[config.mk]
export PLATFORM = sky130hd
export DESIGN_NAME = qdr_regif
export DESIGN_NICKNAME = d
export VERILOG_FILES = /design/src/rtl/qdr_pkg.sv /design/src/rtl/qdr_bus_fsm.sv /design/src/rtl/qdr_ctrl_regs.sv /design/src/rtl/qdr_status.sv /design/src/rtl/qdr_regif.sv
export SDC_FILE = /design/constraint.sdc
export NUM_CORES = 1
export LEC_CHECK = 0
export CAP_MARGIN = 20
export CORE_ASPECT_RATIO = 1.5
export CORE_MARGIN = 2
export CORE_UTILIZATION = 35
export CTS_CLUSTER_SIZE = 24
export DETAILED_ROUTE_END_ITERATION = 10
export DONT_BUFFER_PORTS = 1
export PLACE_DENSITY = 0.57
export REMOVE_ABC_BUFFERS = 1
export SYNTH_ARGS = -nofsm -noshare
export SYNTH_HDL_FRONTEND = slang
export SYNTH_HIERARCHICAL = 1
export SYNTH_SLANG_ARGS = --single-unit
[constraint.sdc]
create_clock -name clk -period 4.5 [get_ports clk]
set_clock_uncertainty 0.2 [all_clocks]
set_input_delay 0.45 -clock clk [delete_from_list [all_inputs] [get_ports clk]]
set_output_delay 0.45 -clock clk [all_outputs]
set_load 0.05 [all_outputs]
[src/rtl/qdr_pkg.sv]
package qdr_pkg;

    // Register byte offsets
    localparam int unsigned OFS_CTRL = 0;
    localparam int unsigned OFS_STAT = 4;
    localparam int unsigned OFS_HOLD = 8;

    localparam int unsigned CTRL_W = 16;
    localparam int unsigned STAT_W = 5;

    // Control word bit positions
    localparam int unsigned C_RUN      = 0;
    localparam int unsigned C_DIR      = 1;
    localparam int unsigned C_IDX_EN   = 2;
    localparam int unsigned C_IDX_CLR  = 3;
    localparam int unsigned C_IDX_IE   = 4;
    localparam int unsigned C_LOAD     = 5;
    localparam int unsigned C_UNF_IE   = 6;
    localparam int unsigned C_OVF_IE   = 7;
    localparam int unsigned C_SNAP     = 8;
    localparam int unsigned C_IDX_A    = 9;
    localparam int unsigned C_IDX_B    = 10;
    localparam int unsigned C_IDX_LVL  = 11;
    localparam int unsigned C_ERR_IE   = 12;
    localparam int unsigned C_IDX_SNAP = 13;
    localparam int unsigned C_CMP_EN   = 14;
    localparam int unsigned C_CMP_IE   = 15;

    // Status word bit positions
    localparam int unsigned S_ERR = 0;
    localparam int unsigned S_OVF = 1;
    localparam int unsigned S_UNF = 2;
    localparam int unsigned S_IDX = 3;
    localparam int unsigned S_CMP = 4;

    typedef enum logic [0:0] {
        ST_IDLE = 1'b0,
        ST_ACK  = 1'b1
    } bus_state_e;

    typedef struct packed {
        logic ctrl;
        logic stat;
        logic hold;
    } reg_sel_t;

endpackage

[src/rtl/qdr_bus_fsm.sv]
module qdr_bus_fsm
    import qdr_pkg::*;
#(
    parameter int unsigned ADDR_W = 4,
    parameter int unsigned DATA_W = 32
) (
    input  logic              clk,
    input  logic              rst_n,
    input  logic              bus_req,
    input  logic              bus_we,
    input  logic [ADDR_W-1:0] bus_addr,
    input  logic [DATA_W-1:0] rd_ctrl,
    input  logic [DATA_W-1:0] rd_stat,
    input  logic [DATA_W-1:0] rd_hold,
    output reg_sel_t          wr_sel,
    output logic              bus_ack,
    output logic [DATA_W-1:0] bus_rdata
);

    localparam logic [ADDR_W-1:0] A_CTRL = ADDR_W'(OFS_CTRL);
    localparam logic [ADDR_W-1:0] A_STAT = ADDR_W'(OFS_STAT);
    localparam logic [ADDR_W-1:0] A_HOLD = ADDR_W'(OFS_HOLD);

    bus_state_e state_q, state_d;
    logic       accept;
    reg_sel_t   hit;

    assign accept = (state_q == ST_IDLE) && bus_req;

    always_comb begin
        hit.ctrl = (bus_addr == A_CTRL);
        hit.stat = (bus_addr == A_STAT);
        hit.hold = (bus_addr == A_HOLD);
    end

    // State register
    always_ff @(posedge clk) begin
        if (!rst_n) state_q <= ST_IDLE;
        else        state_q <= state_d;
    end

    // Next state
    always_comb begin
        state_d = state_q;
        unique case (state_q)
            ST_IDLE: if (bus_req) state_d = ST_ACK;
            ST_ACK:  state_d = ST_IDLE;
            default: state_d = ST_IDLE;
        endcase
    end

    // Outputs
    always_comb begin
        bus_ack     = 1'b0;
        wr_sel      = '0;
        unique case (state_q)
            ST_IDLE: begin
                if (accept && bus_we) wr_sel = hit;
            end
            ST_ACK:  bus_ack = 1'b1;
            default: bus_ack = 1'b0;
        endcase
    end

    always_ff @(posedge clk) begin
        if (!rst_n) begin
            bus_rdata <= '0;
        end else if (accept && !bus_we) begin
            if (hit.ctrl)      bus_rdata <= rd_ctrl;
            else if (hit.stat) bus_rdata <= rd_stat;
            else if (hit.hold) bus_rdata <= rd_hold;
            else               bus_rdata <= '0;
        end
    end


    ack_single_chk: assert property (@(posedge clk) disable iff (!rst_n)
        bus_ack |=> !bus_ack);


    ack_follows_req_chk: assert property (@(posedge clk) disable iff (!rst_n)
        accept |=> bus_ack);

endmodule

[src/rtl/qdr_ctrl_regs.sv]
module qdr_ctrl_regs
    import qdr_pkg::*;
#(
    parameter int unsigned DATA_W = 32
) (
    input  logic              clk,
    input  logic              rst_n,
    input  logic              wr_ctrl,
    input  logic              wr_hold,
    input  logic [DATA_W-1:0] wr_data,
    input  logic [DATA_W-1:0] core_count,
    input  logic              idx_active,
    output logic [CTRL_W-1:0] ctrl_q,
    output logic [DATA_W-1:0] hold_q,
    output logic              preload_stb,
    output logic              latch_stb
);

    localparam logic [CTRL_W-1:0] CMD_MASK =
        CTRL_W'((32'd1 << C_LOAD) | (32'd1 << C_SNAP));

    logic do_load, do_snap, idx_hit, idx_q, idx_rise;

    assign do_load  = wr_ctrl && wr_data[C_LOAD];
    assign do_snap  = wr_ctrl && wr_data[C_SNAP];
    assign idx_hit  = idx_active && ctrl_q[C_IDX_EN];
    assign idx_rise = idx_hit && !idx_q;

    // Configuration bits; command bits never stored
    always_ff @(posedge clk) begin
        if (!rst_n)       ctrl_q <= '0;
        else if (wr_ctrl) ctrl_q <= wr_data[CTRL_W-1:0] & ~CMD_MASK;
    end

    // One-cycle command strobes
    always_ff @(posedge clk) begin
        if (!rst_n) begin
            preload_stb <= 1'b0;
            latch_stb   <= 1'b0;
        end else begin
            preload_stb <= do_load;
            latch_stb   <= do_snap;
        end
    end

    always_ff @(posedge clk) begin
        if (!rst_n) idx_q <= 1'b0;
        else        idx_q <= idx_hit;
    end

    // Holding register: bus write, then latch command, then index capture
    always_ff @(posedge clk) begin
        if (!rst_n)                              hold_q <= '0;
        else if (wr_hold)                        hold_q <= wr_data;
        else if (do_snap)                        hold_q <= core_count;
        else if (idx_rise && ctrl_q[C_IDX_SNAP]) hold_q <= core_count;
    end


    load_pulse_chk: assert property (@(posedge clk) disable iff (!rst_n)
        preload_stb |=> !preload_stb);


    snap_pulse_chk: assert property (@(posedge clk) disable iff (!rst_n)
        latch_stb |=> !latch_stb);


    snap_copy_chk: assert property (@(posedge clk) disable iff (!rst_n)
        $rose(latch_stb) |-> hold_q == $past(core_count));

endmodule

[src/rtl/qdr_status.sv]
module qdr_status
    import qdr_pkg::*;
#(
    parameter int unsigned DATA_W = 32
) (
    input  logic              clk,
    input  logic              rst_n,
    input  logic              wr_stat,
    input  logic [STAT_W-1:0] wr_bits,
    input  logic              evt_err,
    input  logic              evt_ovf,
    input  logic              evt_unf,
    input  logic              idx_active,
    input  logic              idx_en,
    input  logic              cmp_en,
    input  logic [STAT_W-1:0] irq_en,
    input  logic [DATA_W-1:0] core_count,
    input  logic [DATA_W-1:0] hold_q,
    output logic [STAT_W-1:0] stat_q,
    output logic              irq
);

    logic [STAT_W-1:0] set_v;
    logic [STAT_W-1:0] clr_v;
    logic              match;

    assign match = (core_count == hold_q);

    always_comb begin
        set_v        = '0;
        set_v[S_ERR] = evt_err;
        set_v[S_OVF] = evt_ovf;
        set_v[S_UNF] = evt_unf;
        set_v[S_IDX] = idx_active && idx_en;
        set_v[S_CMP] = cmp_en && match;
    end

    assign clr_v = wr_stat ? wr_bits : '0;

    // Each flag: set dominates clear
    for (genvar i = 0; i < STAT_W; i++) begin : g_flag
        always_ff @(posedge clk) begin
            if (!rst_n)        stat_q[i] <= 1'b0;
            else if (set_v[i]) stat_q[i] <= 1'b1;
            else if (clr_v[i]) stat_q[i] <= 1'b0;
        end
    end

    assign irq = |(stat_q & irq_en);


    ovf_sets_chk: assert property (@(posedge clk) disable iff (!rst_n)
        evt_ovf |=> stat_q[S_OVF]);


    unf_wins_chk: assert property (@(posedge clk) disable iff (!rst_n)
        (evt_unf && wr_stat && wr_bits[S_UNF]) |=> stat_q[S_UNF]);


    idx_level_chk: assert property (@(posedge clk) disable iff (!rst_n)
        (idx_active && idx_en) |=> stat_q[S_IDX]);


    cmp_cause_chk: assert property (@(posedge clk) disable iff (!rst_n)
        $rose(stat_q[S_CMP]) |-> $past(cmp_en && (core_count == hold_q)));


    irq_quiet_chk: assert property (@(posedge clk) disable iff (!rst_n)
        (stat_q == '0) |-> !irq);

endmodule

[src/rtl/qdr_regif.sv]
module qdr_regif
    import qdr_pkg::*;
#(
    parameter int unsigned ADDR_W = 4,
    parameter int unsigned DATA_W = 32
) (
    input  logic              clk,
    input  logic              rst_n,
    input  logic              bus_req,
    input  logic              bus_we,
    input  logic [ADDR_W-1:0] bus_addr,
    input  logic [DATA_W-1:0] bus_wdata,
    output logic              bus_ack,
    output logic [DATA_W-1:0] bus_rdata,
    input  logic [DATA_W-1:0] core_count,
    input  logic              evt_err,
    input  logic              evt_ovf,
    input  logic              evt_unf,
    input  logic              idx_active,
    output logic [CTRL_W-1:0] ctrl_o,
    output logic              preload_stb,
    output logic [DATA_W-1:0] preload_val,
    output logic              latch_stb,
    output logic              irq
);

    localparam int unsigned PAD_C = DATA_W - CTRL_W;
    localparam int unsigned PAD_S = DATA_W - STAT_W;

    reg_sel_t          wr_sel;
    logic [CTRL_W-1:0] ctrl_q;
    logic [STAT_W-1:0] stat_q;
    logic [DATA_W-1:0] hold_q;
    logic [STAT_W-1:0] irq_en;

    always_comb begin
        irq_en        = '0;
        irq_en[S_ERR] = ctrl_q[C_ERR_IE];
        irq_en[S_OVF] = ctrl_q[C_OVF_IE];
        irq_en[S_UNF] = ctrl_q[C_UNF_IE];
        irq_en[S_IDX] = ctrl_q[C_IDX_IE];
        irq_en[S_CMP] = ctrl_q[C_CMP_IE];
    end

    qdr_bus_fsm #(
        .ADDR_W (ADDR_W),
        .DATA_W (DATA_W)
    ) u_bus (
        .clk       (clk),
        .rst_n     (rst_n),
        .bus_req   (bus_req),
        .bus_we    (bus_we),
        .bus_addr  (bus_addr),
        .rd_ctrl   ({{PAD_C{1'b0}}, ctrl_q}),
        .rd_stat   ({{PAD_S{1'b0}}, stat_q}),
        .rd_hold   (hold_q),
        .wr_sel    (wr_sel),
        .bus_ack   (bus_ack),
        .bus_rdata (bus_rdata)
    );

    qdr_ctrl_regs #(
        .DATA_W (DATA_W)
    ) u_ctrl (
        .clk         (clk),
        .rst_n       (rst_n),
        .wr_ctrl     (wr_sel.ctrl),
        .wr_hold     (wr_sel.hold),
        .wr_data     (bus_wdata),
        .core_count  (core_count),
        .idx_active  (idx_active),
        .ctrl_q      (ctrl_q),
        .hold_q      (hold_q),
        .preload_stb (preload_stb),
        .latch_stb   (latch_stb)
    );

    qdr_status #(
        .DATA_W (DATA_W)
    ) u_stat (
        .clk        (clk),
        .rst_n      (rst_n),
        .wr_stat    (wr_sel.stat),
        .wr_bits    (bus_wdata[STAT_W-1:0]),
        .evt_err    (evt_err),
        .evt_ovf    (evt_ovf),
        .evt_unf    (evt_unf),
        .idx_active (idx_active),
        .idx_en     (ctrl_q[C_IDX_EN]),
        .cmp_en     (ctrl_q[C_CMP_EN]),
        .irq_en     (irq_en),
        .core_count (core_count),
        .hold_q     (hold_q),
        .stat_q     (stat_q),
        .irq        (irq)
    );

    assign ctrl_o      = ctrl_q;
    assign preload_val = hold_q;

endmodule

==> After elaboration in Yosys (flattened, before gate mapping) <==
Cells that the tools add are included.
{ "classes": {"bitwise": 2, "n_mux": 22, "eq_ne": 3, "n_reduce_logical": 19} }
{ "op_table": {"columns": ["op", "n"], "rows": [
  ["32-bit 2-to-1 mux", 6],
  ["32-bit == test", 1],
  ["1-bit 2-to-1 mux", 12],
  ["2-bit nonzero test", 5],
  ["1-bit logical AND", 9],
  ["3-bit 2-to-1 mux", 2],
  ["5-bit bitwise AND", 1],
  ["5-bit 2-to-1 mux", 1],
  ["5-bit OR reduction", 1],
  ["4-bit by 3-bit == test with 1-bit output, second input constant", 1],
  ["4-bit == test, second input constant", 1],
  ["4-bit zero test", 1],
  ["3-bit nonzero test", 1],
  ["1-bit zero test", 2],
  ["1-bit one-hot mux with 2 select lines", 1],
  ["1-bit NOT", 1]
]} }
{ "totals": {"inputBits": 76, "wordCells": 58, "register_bits": 87} }

==> Depth between registers and ports, before layout <==
Gate-level depths: netlist (run 1).
{ "depth": {"ltp_word": 8, "depth_mapped": 11} }

==> Cells and area by module <==
The synthesis (run 1) kept the hierarchy.
{ "by_module_without_submodules": {"columns": ["mod", "cells_each", "instances", "area_per_inst_um2"], "rows": [
  ["qdr_ctrl_regs", 204, 1, 2225.9],
  ["qdr_bus_fsm", 158, 1, 1767.9],
  ["qdr_status", 66, 1, 546.8],
  ["qdr_regif", 1, 1, 3.8]
]} }

==> Worst setup path after synthesis (run 1) <==
OpenSTA, ideal clock, no wires.
{ "synth_path": {"kind": "input port to flip-flop", "start": "input bus_addr[3]", "end": "register u_ctrl.hold_q[0]", "path_stages": 11, "t_required_ns": 4.233, "path_buffers": 6, "setup_slack_ns": 2.100, "arrival_ns": 2.133, "setup_time_ns": 0.067, "cell_sequence": "buf_4 -> nor2b_1 -> buf_2 -> buf_2 -> and3_2 -> clkbuf_1 -> a21o_1 -> or2_1 -> buf_6 -> buf_6 -> a21oi_2"} }
{ "synth_lines": {"columns": ["element", "line_no", "text"], "rows": [
  ["from (decl)", "qdr_regif.sv:11", "input logic [ADDR_W-1:0] bus_addr,"],
  ["to (signal assigned)", "qdr_ctrl_regs.sv:54", "else if (wr_hold) hold_q <= wr_data;"],
  ["to (signal assigned)", "qdr_ctrl_regs.sv:55", "else if (do_snap) hold_q <= core_count;"],
  ["to (signal assigned)", "qdr_ctrl_regs.sv:56", "else if (idx_rise && ctrl_q[C_IDX_SNAP]) hold_q <= core_count;"],
  ["to (decl)", "qdr_ctrl_regs.sv:14", "output logic [DATA_W-1:0] hold_q,"]
]} }

==> Worst setup path after layout (run 1) <==
{ "layout_path": {"start": "register u_ctrl.ctrl_q[2]", "end": "register u_ctrl.hold_q[22]"} }
{ "layout_between": {"elab_chain_cells": 4} }
{ "layout_rtl": {"columns": ["element", "line_no", "text"], "rows": [
  ["from (decl)", "qdr_ctrl_regs.sv:13", "output logic [CTRL_W-1:0] ctrl_q,"],
  ["from (signal assigned)", "qdr_ctrl_regs.sv:32", "else if (wr_ctrl) ctrl_q <= wr_data[CTRL_W-1:0] & ~CMD_MASK;"],
  ["1-bit logical AND", "qdr_ctrl_regs.sv:26", "assign idx_hit = idx_active && ctrl_q[C_IDX_EN];"],
  ["1-bit logical AND", "qdr_ctrl_regs.sv:27", "assign idx_rise = idx_hit && !idx_q;"],
  ["1-bit logical AND", "qdr_ctrl_regs.sv:56", null],
  ["3-bit nonzero test (no source line)", null, null]
]} }
No other way between the ends.
A chain may end at the register's enable or synchronous reset.

==> impl_metrics.ini, run 1 <==
[run_status]
outcome = finished clean

[die]
die_y_um = 143.6
num_io_pins = 160
fp.dieW_um = 97.04
rows = 51
floorplan.initialDensity_pct = 35.43
core_um2 = 12830
dieArea_um2 = 13930

[hold_path]
hp-start = evt_err
hold_path_end = u_stat/stat_q[0]
hold_path.class = primary input to flip-flop
hold_depth = 2

[placed_design]
postPlaceCellArea_um2 = 4691
portBuffers = 0
dp_hpwl_um = 9198
pre_cts_ws_ns = 1.773
gp_congestion = 0.7233

[logic_synthesis]
synth_warnings = 6
synthDistinctLibCells = 37
async_reset_ff_share_pct = 0
yosys.area.top_type = dfxtp_1
synth_edf_count = 0
syn-cell-area_um2 = 4544
syn_avg_cell_area_um2 = 10.59
yosysMostFrequentCell = dfxtp_1
syn_inst = 429
synth_common_cells = dfxtp_1, mux2i_1, o2bb2ai_1, o31ai_1, a22o_1
ys.flop_type = dfxtp_1
synthTopCellsByArea = dfxtp_1, mux2i_1, o2bb2ai_1
synth_top_cell_area_share_pct = 38.33
ys_seq_area_share_pct = 38.33
ys_ff_latch = 87

[clock_tree]
cts_made_buffers = 9
postCtsSetupBuffers = 0
cts_tree = done
ctsResizeCount = 0
holdBufCountCts = 0
cts.path.max_buffers = 2
htree_levels = 3
clock_sinks = 87
clock-root-buffer = clkbuf_16
insertion_delay_ns = 0.33
clk_pin_slew_ns = 0.06

[setup_path]
worstPathRequired_ns = 4.47
critPathKind = flip-flop to flip-flop
path_max_fanout = 33
reg2regPathDepth = 4
cp.arrival_ns = 2.70
end_kind = flip-flop
worst-r2r-setup-slack_ns = 1.77
reg2reg_from = u_ctrl/ctrl_q[2]
rr_endpoint = u_ctrl/hold_q[22]
start_kind = flip-flop

[sta]
worst_pin_slew_ns = 1.008
final-hold-violation-count = 0
setup_viol = 0
setup_ws_ns = 1.769
period_needed_ns = 2.731
slew_viol_final = 0
clock.fmax_mhz = 366.1
grt_setup_unrepaired = no
period_share_pct = 60.70
relSlewSlack_pct = 32.77

[detailed_routing]
detailroute.via_count = 3404
wire_per_inst_um = 22.50
viasPerCell = 5.589
dr.pass1.iters = 4
drc_errors = 0
first_iter_violations = 101
drt.antenna.violating_nets = 0
wl_um = 13700

[pwr]
clkPwrFrac_pct = 43.8
netSwitchingFraction_pct = 24.54
p_leak_nw = 1.887
share_comb_of_total_power_pct = 6.9
power_density_nw_per_um2 = 335.3
internal_power_mw = 1.258
power_switching_mw = 0.4089
peakVddDrop_mv = 0.1649
p_seq_share_pct = 49.3

[cells_and_area]
regArea_um2 = 1742
num-fill-cells = 1319
syn_to_final_growth_pct = 9.389
diodes = 0
multiInputGateArea_um2 = 2701
fin_area_um2 = 4971
drive_gt1_share_pct = 12.44
final_nets = 522

[global_route]
grt_pass1_wl_um = 20100
antenna_found_initial = 0
globalRouteOverflowTotal = 0
grt_max_degree = 59
grt_pass1_vias = 3467
grt_use_total_pct = 18.77

[job]
maxCapViolations = 0
registers in the layout, indices dropped and copies added, names as in the netlist:
| name | cells |
|---|---|
| u_ctrl/hold_q | 32 |
| u_ctrl/preload_stb | 1 |
| u_bus/state_q | 1 |
| u_bus/bus_rdata | 32 |
| u_ctrl/latch_stb | 1 |
| u_ctrl/idx_q | 1 |
| u_stat/stat_q | 5 |
| u_ctrl/ctrl_q | 14 |
power by group through the flow:
stage	combinational [mW]	clock, mW	sequential [mW]
2_1_floorplan	0.0902	0	0.835
3_3_place_gp	0.110	0	0.839
3_5_place_dp	0.112	0	0.840
4_1_cts	0.112	0.745	0.822
5_1_grt	0.124	0.775	0.823
6_report	0.115	0.730	0.822
per-layer routing:
layer  vias up  share of wire [%]  GRT usage, %
li1       1602                  -             -
met3        19                6.3         5.593
met1      1666                 39         20.72
met2       117                 52         33.63
met4         0                2.6         7.709
met5         -                  0             0
cell type report:
cell class / count / share of cell area [%]
inverters: 1 / 0.07551
well taps: 159 / 4.002
clock buffers: 11 / 4.682
repair buffers: 6 / 0.9061
clock inverters: 4 / 0.9565
flip-flops and latches: 87 / 35.04
multi-input cells: 341 / 54.34
kinds of logic after synthesis:
logic type / synth area share [%]
other: 0.1653
flip-flops: 38.33
buffers and inverters: 6.084
XOR/XNOR: 6.167
AO/OA/AOI/OAI: 25.17
AND/OR/NAND/NOR: 6.911
multiplexers: 17.18
cells in the final DEF, fill, tap and decap left out, types with 3 or more instances in the layout:
cell type  count
o2bb2ai_1     32
conb_1        45
nor2b_1       18
dfxtp_1       87
nand2_1        7
buf_4          6
a21oi_1        5
nor4_1         5
mux2i_1       78
xor2_1        20
o31ai_1       32
a21oi_2       30
nand4_1        4
a22o_1        31
clkbuf_16      9
xnor2_1       12
and3_1         3
worst max-delay path by stage:
stage	from	endpoint	slack [ns]	depth (start not counted)
final	u_ctrl/ctrl_q[2]	u_ctrl/hold_q[22]	1.77	4
after global routing	u_ctrl/ctrl_q[2]	u_ctrl/hold_q[23]	1.65	4
after CTS	u_ctrl/ctrl_q[2]	u_ctrl/hold_q[22]	1.77	4
after detailed placement	u_ctrl/ctrl_q[2]	u_ctrl/hold_q[22]	1.77	4
after global placement	u_ctrl/ctrl_q[2]	u_ctrl/hold_q[23]	1.81	4
after floorplan	bus_addr[3]	u_ctrl/hold_q[22]	-0.19	5
per-stage QoR:
step,utilization (%),setup TNS [ns],cells,total power [mW],hold WS [ns]
after CTS,38.76,0,609,1.679,0.04875
after detailed placement,36.57,0,594,0.9515,0.2871
after floorplan,-,-4.433,429,0.9256,0.2487
final,38.76,0,609,1.667,0.06080
after global routing,38.76,0,609,1.723,0.05402
after global placement,36.57,0,594,0.9495,0.2853
critical path, cell delays in order, from the launching register on:
cell	delay [ns]
dfxtp_1	0.71
and4b_1	0.27
buf_4	0.37
or2_2	0.85
a21oi_1	0.13
(Power assumes the default switching activity.)
==> run 2: changes to the inputs <==
- ABC_AREA: not set -> 1
- PLACE_DENSITY: 0.57 -> 0.59
- clock period: 4.5 -> 2.2 ns (I/O delays scaled with it)
==> run 2 against run 1 <==
Global-route usage is 3.0 points higher. Sequential share of layout area is 11 points lower. Combinational power grew to 5.2 times the previous value. Fmax is 38% higher. Synthesized cell count is 110% higher. Core utilization is 7.6 points higher. Area after synthesis is 21% higher. Critical path depth is 3 higher. Die area is 20% higher. Non-clock buffer count is 126 higher. Final area is 45% higher. First-iteration DRC count grew to 4.0 times the previous value. Largest cell class unchanged. Largest power group unchanged.
==> impl_metrics.ini, run 2 <==
[pwr]
power_switching_mw = 1.179
peakVddDrop_mv = 0.3401
netSwitchingFraction_pct = 28.95
power_density_nw_per_um2 = 566.7
internal_power_mw = 2.894
power_mw = 4.072
p_seq_share_pct = 44.3
clkPwrFrac_pct = 41.1
p_leak_nw = 3.356
share_comb_of_total_power_pct = 14.6

[cells_and_area]
drive_gt1_share_pct = 8.915
syn_to_final_growth_pct = 31.12
mostFrequentLayoutCell = nand2_1
utilization_pct = 46.40
top_regs = u_bus/bus_rdata: 32 flops, u_ctrl/hold_q: 32 flops, u_ctrl/ctrl_q: 14 flops
fin_area_um2 = 7186
final_nets = 1104
final_cell_mix = nand2_1, inv_1, nand3_1, dfxtp_1, o21ai_0

[sta]
worst_pin_slew_ns = 0.7426
relSlewSlack_pct = 50.49
clock.fmax_mhz = 505.0
period_needed_ns = 1.980
period_share_pct = 90.01
grt_setup_unrepaired = no
hold_ws_ns = 0.01708
final-hold-violation-count = 0
setup_viol = 0
slew_viol_final = 0

[logic_synthesis]
ys.flop_type = dfxtp_1
synth_warnings = 6
syn_avg_cell_area_um2 = 6.069
synthDistinctLibCells = 28
ys_ff_latch = 87
syn_inst = 903
synth_top_cell_area_share_pct = 31.78
yosysMostFrequentCell = nand2_1
synthTopCellsByArea = dfxtp_1, nand2_1, nand3_1
ys_seq_area_share_pct = 31.78
async_reset_ff_share_pct = 0
synth_common_cells = nand2_1, inv_1, nand3_1, dfxtp_1, o21ai_0
synth_edf_count = 0
syn-cell-area_um2 = 5480
yosys.area.top_type = dfxtp_1

[detailed_routing]
drc_errors = 0
viasPerCell = 4.739
first_iter_violations = 401
wl_um = 18480
drt.antenna.violating_nets = 0
detailroute.via_count = 5857
wire_per_inst_um = 14.95
dr.pass1.iters = 5

[setup_path]
slowest_stage = dlygate4sd3_1
reg2regPathDepth = 7
crit_path_start = u_bus/state_q
cp_slowest_stage_delay_ns = 0.57
end_kind = flip-flop
critPathKind = flip-flop to flip-flop
cp-endpoint = u_ctrl/hold_q[2]
path_max_fanout = 13
start_kind = flip-flop
worst-r2r-setup-slack_ns = 0.22
crit_chain = inv_2 > nand3_2 > nor2_4 > o21ai_0 > dlygate4sd3_1 > a21oi_1 > nor2_1
worstPathRequired_ns = 2.23
cp.arrival_ns = 2.01
reg2reg_from = u_bus/state_q
rr_endpoint = u_ctrl/hold_q[2]

[placed_design]
dp_hpwl_um = 11860
postPlaceCellArea_um2 = 6075
gp_congestion = 0.8642
portBuffers = 0

[clock_tree]
cts_tree = done
htree_levels = 3
insertion_delay_ns = 0.34
clk_pin_slew_ns = 0.07
clock-root-buffer = clkbuf_16
cts_made_buffers = 9
cts.path.max_buffers = 2
clock_sinks = 87

[die]
num_io_pins = 160
dieArea_um2 = 16700
fp.dieW_um = 106.2
rows = 56
floorplan.initialDensity_pct = 35.39
die_y_um = 157.3
core_um2 = 15480

[global_route]
antenna_found_initial = 1
grt_pass1_vias = 5386
globalRouteOverflowTotal = 0
grt_use_total_pct = 21.81
grt_max_degree = 82
grt_pass1_wl_um = 28680

[run_status]
outcome = finished clean

[hold_path]
hold_path.class = primary input to flip-flop

[job]
maxCapViolations = 0
-- run 2: cell types whose count changed in the layout (fill, tap and decap cells not counted), sizes merged, moves of 32 or more --
cell / before / now
nand3b: 0 / 32
inv: 1 / 136
o31ai: 32 / 0
a22o: 32 / 0
o21ai: 1 / 84
dlygate4sd3: 0 / 72
nor2: 0 / 88
mux2i: 78 / 0
nand3: 2 / 101
buf: 6 / 60
a21oi: 35 / 71
o2bb2ai: 32 / 0
nand2: 7 / 219
-- run 2: critical path, delay by kind of cell, from the launching register on --
family / cells / cell delay [ns]
buf+inv: 2 / 0.63
simple gates: 3 / 0.46
flops: 1 / 0.32
compound gates: 2 / 0.26
-- run 2: layout make-up --
| type | count | area, um2 |
|---|---|---|
| multi-input combinational | 662 | 3089 |
| clock buffer | 10 | 239.0 |
| fill | 1620 | 8299 |
| clock inverter | 5 | 82.58 |
| inverter | 136 | 510.5 |
| sequential | 87 | 1742 |
| timing repair buffer | 132 | 1266 |
| antenna | 1 | 2.502 |
| tap | 203 | 254.0 |
-- run 2: power by group through the flow --
stage | Combinational, mW | Sequential [mW] | Clock, mW
after floorplan | 0.264 | 1.87 | 0
after global placement | 0.425 | 1.84 | 0
after detailed placement | 0.427 | 1.84 | 0
after CTS | 0.588 | 1.80 | 1.71
after global routing | 0.658 | 1.81 | 1.78
final | 0.596 | 1.80 | 1.67
-- run 2: logic make-up (layout without fill, tap and decap cells) --
kind of cell	Yosys count	in the layout	synth area share (%)
other	2	46	0.1370
AND/OR/NAND/NOR	446	446	35.73
flip-flops	87	87	31.78
buffers and inverters	197	283	15.48
XOR/XNOR	12	12	1.918
AO/OA/AOI/OAI	159	159	14.95
-- run 2: worst min-delay path by stage --
stage                               end  slack [ns]         from  cells past startpoint
floorplan                 u_bus/state_q        0.13        rst_n                      2
global placement       u_stat/stat_q[2]        0.14      evt_unf                      2
detailed placement     u_stat/stat_q[0]        0.15      evt_err                      2
CTS                 u_bus/bus_rdata[15]       0.005  bus_addr[3]                      5
global route        u_bus/bus_rdata[15]        0.03  bus_addr[3]                      5
finish              u_bus/bus_rdata[15]        0.02  bus_addr[3]                      5
-- run 2: through the flow --
| step | instances | setup WS [ns] | TNS, ns |
|---|---|---|---|
| CTS | 1234 | 0.04369 | 0 |
| floorplan | 885 | -2.339 | -99.96 |
| finish | 1236 | 0.2197 | 0 |
| global route | 1235 | 0.07472 | 0 |
| detailed placement | 1145 | 0.3216 | 0 |
| global placement | 1145 | 0.3284 | 0 |
-- run 2: routing by layer --
| layer | track usage, % | part of all wire, % | routed length, um |
|---|---|---|---|
| met5 | 0 | 0 | 0 |
| met4 | 7.080 | 2.1 | 387 |
| met3 | 4.141 | 5.2 | 967 |
| met2 | 38.83 | 52 | 9517 |
| met1 | 26.22 | 41 | 7604 |
-- run 2: what timing repair did --
item | in CTS | in global routing
hold buffers | 74 | 0
setup endpoints to repair | 0 | 7
resized for setup | 0 | 2
hold endpoints to repair | 87 | 0
buffers inserted | 0 | 1
==> run 3: changes to the inputs <==
- ABC_AREA: 1 -> not set
- CTS_CLUSTER_SIZE: 24 -> 20
==> run 3 against run 2 <==
Setup slack got worse by 0.092 ns. Via count down 32%. Routed wire length shrank 14%. Final area down 15%. Core utilization rose by 1.4 points. Highest routed layer unchanged.
==> impl_metrics.ini, run 3 (synthesized netlist as in run 1, its figures left out) <==
[die]
fp.dieW_um = 97.04
floorplan.initialDensity_pct = 35.43
dieArea_um2 = 13930
core_um2 = 12830
die_y_um = 143.6
num_io_pins = 160
rows = 51

[setup_path]
rr_endpoint = u_stat/stat_q[4]
reg2reg_from = u_ctrl/hold_q[12]
worst-r2r-setup-slack_ns = 0.13
end_kind = flip-flop
start_kind = flip-flop
critPathKind = flip-flop to flip-flop
crit_path_start = u_ctrl/hold_q[12]
reg2regPathDepth = 5
path_max_fanout = 2
worstPathRequired_ns = 2.27
cp.arrival_ns = 2.14

[job]
maxCapViolations = 0

[pwr]
p_seq_share_pct = 46.6
netSwitchingFraction_pct = 25.88
peakVddDrop_mv = 0.3141
clkPwrFrac_pct = 40.5
p_leak_nw = 2.500
internal_power_mw = 2.591
power_density_nw_per_um2 = 570.3
power_switching_mw = 0.9048
power_mw = 3.496
share_comb_of_total_power_pct = 13.0

[placed_design]
postPlaceCellArea_um2 = 5144
pre_cts_ws_ns = 0.08878
gp_congestion = 0.8370
portBuffers = 0
dp_hpwl_um = 10070

[sta]
setup_ws_ns = 0.1282
slew_viol_final = 0
worst_pin_slew_ns = 0.9347
relSlewSlack_pct = 37.68
setup_viol = 0
grt_setup_unrepaired = no
hold_ws_ns = 0.02178
period_needed_ns = 2.072
period_share_pct = 94.17
final-hold-violation-count = 0
clock.fmax_mhz = 482.7

[cells_and_area]
diodes = 0
fin_area_um2 = 6130
syn_to_final_growth_pct = 34.88
final_cell_mix = dfxtp_1, mux2i_1, dlygate4sd3_1, buf_4, conb_1
mostFrequentLayoutCell = dfxtp_1
num-fill-cells = 1197
drive_gt1_share_pct = 19.90
final_nets = 650
top_regs = u_bus/bus_rdata: 32 flops, u_ctrl/hold_q: 32 flops, u_ctrl/ctrl_q: 14 flops

[clock_tree]
clock-root-buffer = clkbuf_16
cts_tree = done
cts_made_buffers = 9
insertion_delay_ns = 0.34
holdBufCountCts = 71
htree_levels = 3
postCtsSetupBuffers = 0
ctsResizeCount = 0
clock_sinks = 87
cts.path.max_buffers = 2
clk_pin_slew_ns = 0.07

[detailed_routing]
viasPerCell = 5.406
drc_errors = 0
wire_per_inst_um = 21.45
dr.pass1.iters = 4
drt.antenna.violating_nets = 0
detailroute.via_count = 3984
first_iter_violations = 166
wl_um = 15810

[hold_path]
hp-start = core_count[0]
hold_path.class = primary input to flip-flop
hold_path_end = u_stat/stat_q[4]
hold_depth = 4

[global_route]
grt_use_total_pct = 22.07
grt_pass1_wl_um = 23830
globalRouteOverflowTotal = 0
antenna_found_initial = 0
grt_pass1_vias = 4264
grt_max_degree = 57

[run_status]
outcome = finished clean
==> run 3: how the worst max path moves through the flow <==
stage,end,slack (ns),cells after the start
6_report,u_stat/stat_q[4],0.13,5
5_1_grt,u_stat/stat_q[4],0.03,5
4_1_cts,u_stat/stat_q[4],0.07,5
3_5_place_dp,u_stat/stat_q[4],0.09,5
3_3_place_gp,u_stat/stat_q[4],0.05,5
2_1_floorplan,u_ctrl/hold_q[22],-2.48,6
==> run 3: critical path, cell delays in order, from the launching register on <==
cell	delay (ns)
dfxtp_1	0.32
xor2_1	0.16
nor4_1	0.46
nand4_1	0.19
or4_1	0.56
o21ai_1	0.12
==> run 3: metal layers <==
| layer | global-route usage (%) | wire length, um |
|---|---|---|
| met3 | 4.912 | 846 |
| met5 | 0 | 0 |
| met1 | 24.51 | 6041 |
| met4 | 9.266 | 490 |
| met2 | 40.50 | 8432 |
==> run 3: power by group through the flow <==
| stage | clock [mW] | sequential [mW] | combinational, mW |
|---|---|---|---|
| finish | 1.41 | 1.63 | 0.454 |
| global route | 1.51 | 1.63 | 0.481 |
| CTS | 1.45 | 1.63 | 0.445 |
| detailed placement | 0 | 1.66 | 0.307 |
| global placement | 0 | 1.66 | 0.302 |
| floorplan | 0 | 1.71 | 0.185 |
==> run 3: through the flow <==
step | setup TNS (ns) | instances | util, %
after floorplan | -91.16 | 429 | -
after global placement | 0 | 651 | 40.10
after detailed placement | 0 | 651 | 40.10
after CTS | 0 | 737 | 47.79
after global routing | 0 | 737 | 47.79
final | 0 | 737 | 47.79
==> run 3: layout make-up <==
class                   instances  area (um2)  area share [%]
multi-input cells             341        2701           44.07
clock inverters                 4       22.52          0.3674
clock buffers                  11       242.7           3.960
repair buffers                134        1219           19.88
inverters                       1       3.754         0.06124
flip-flops and latches         87        1742           28.41
well taps                     159       198.9           3.246
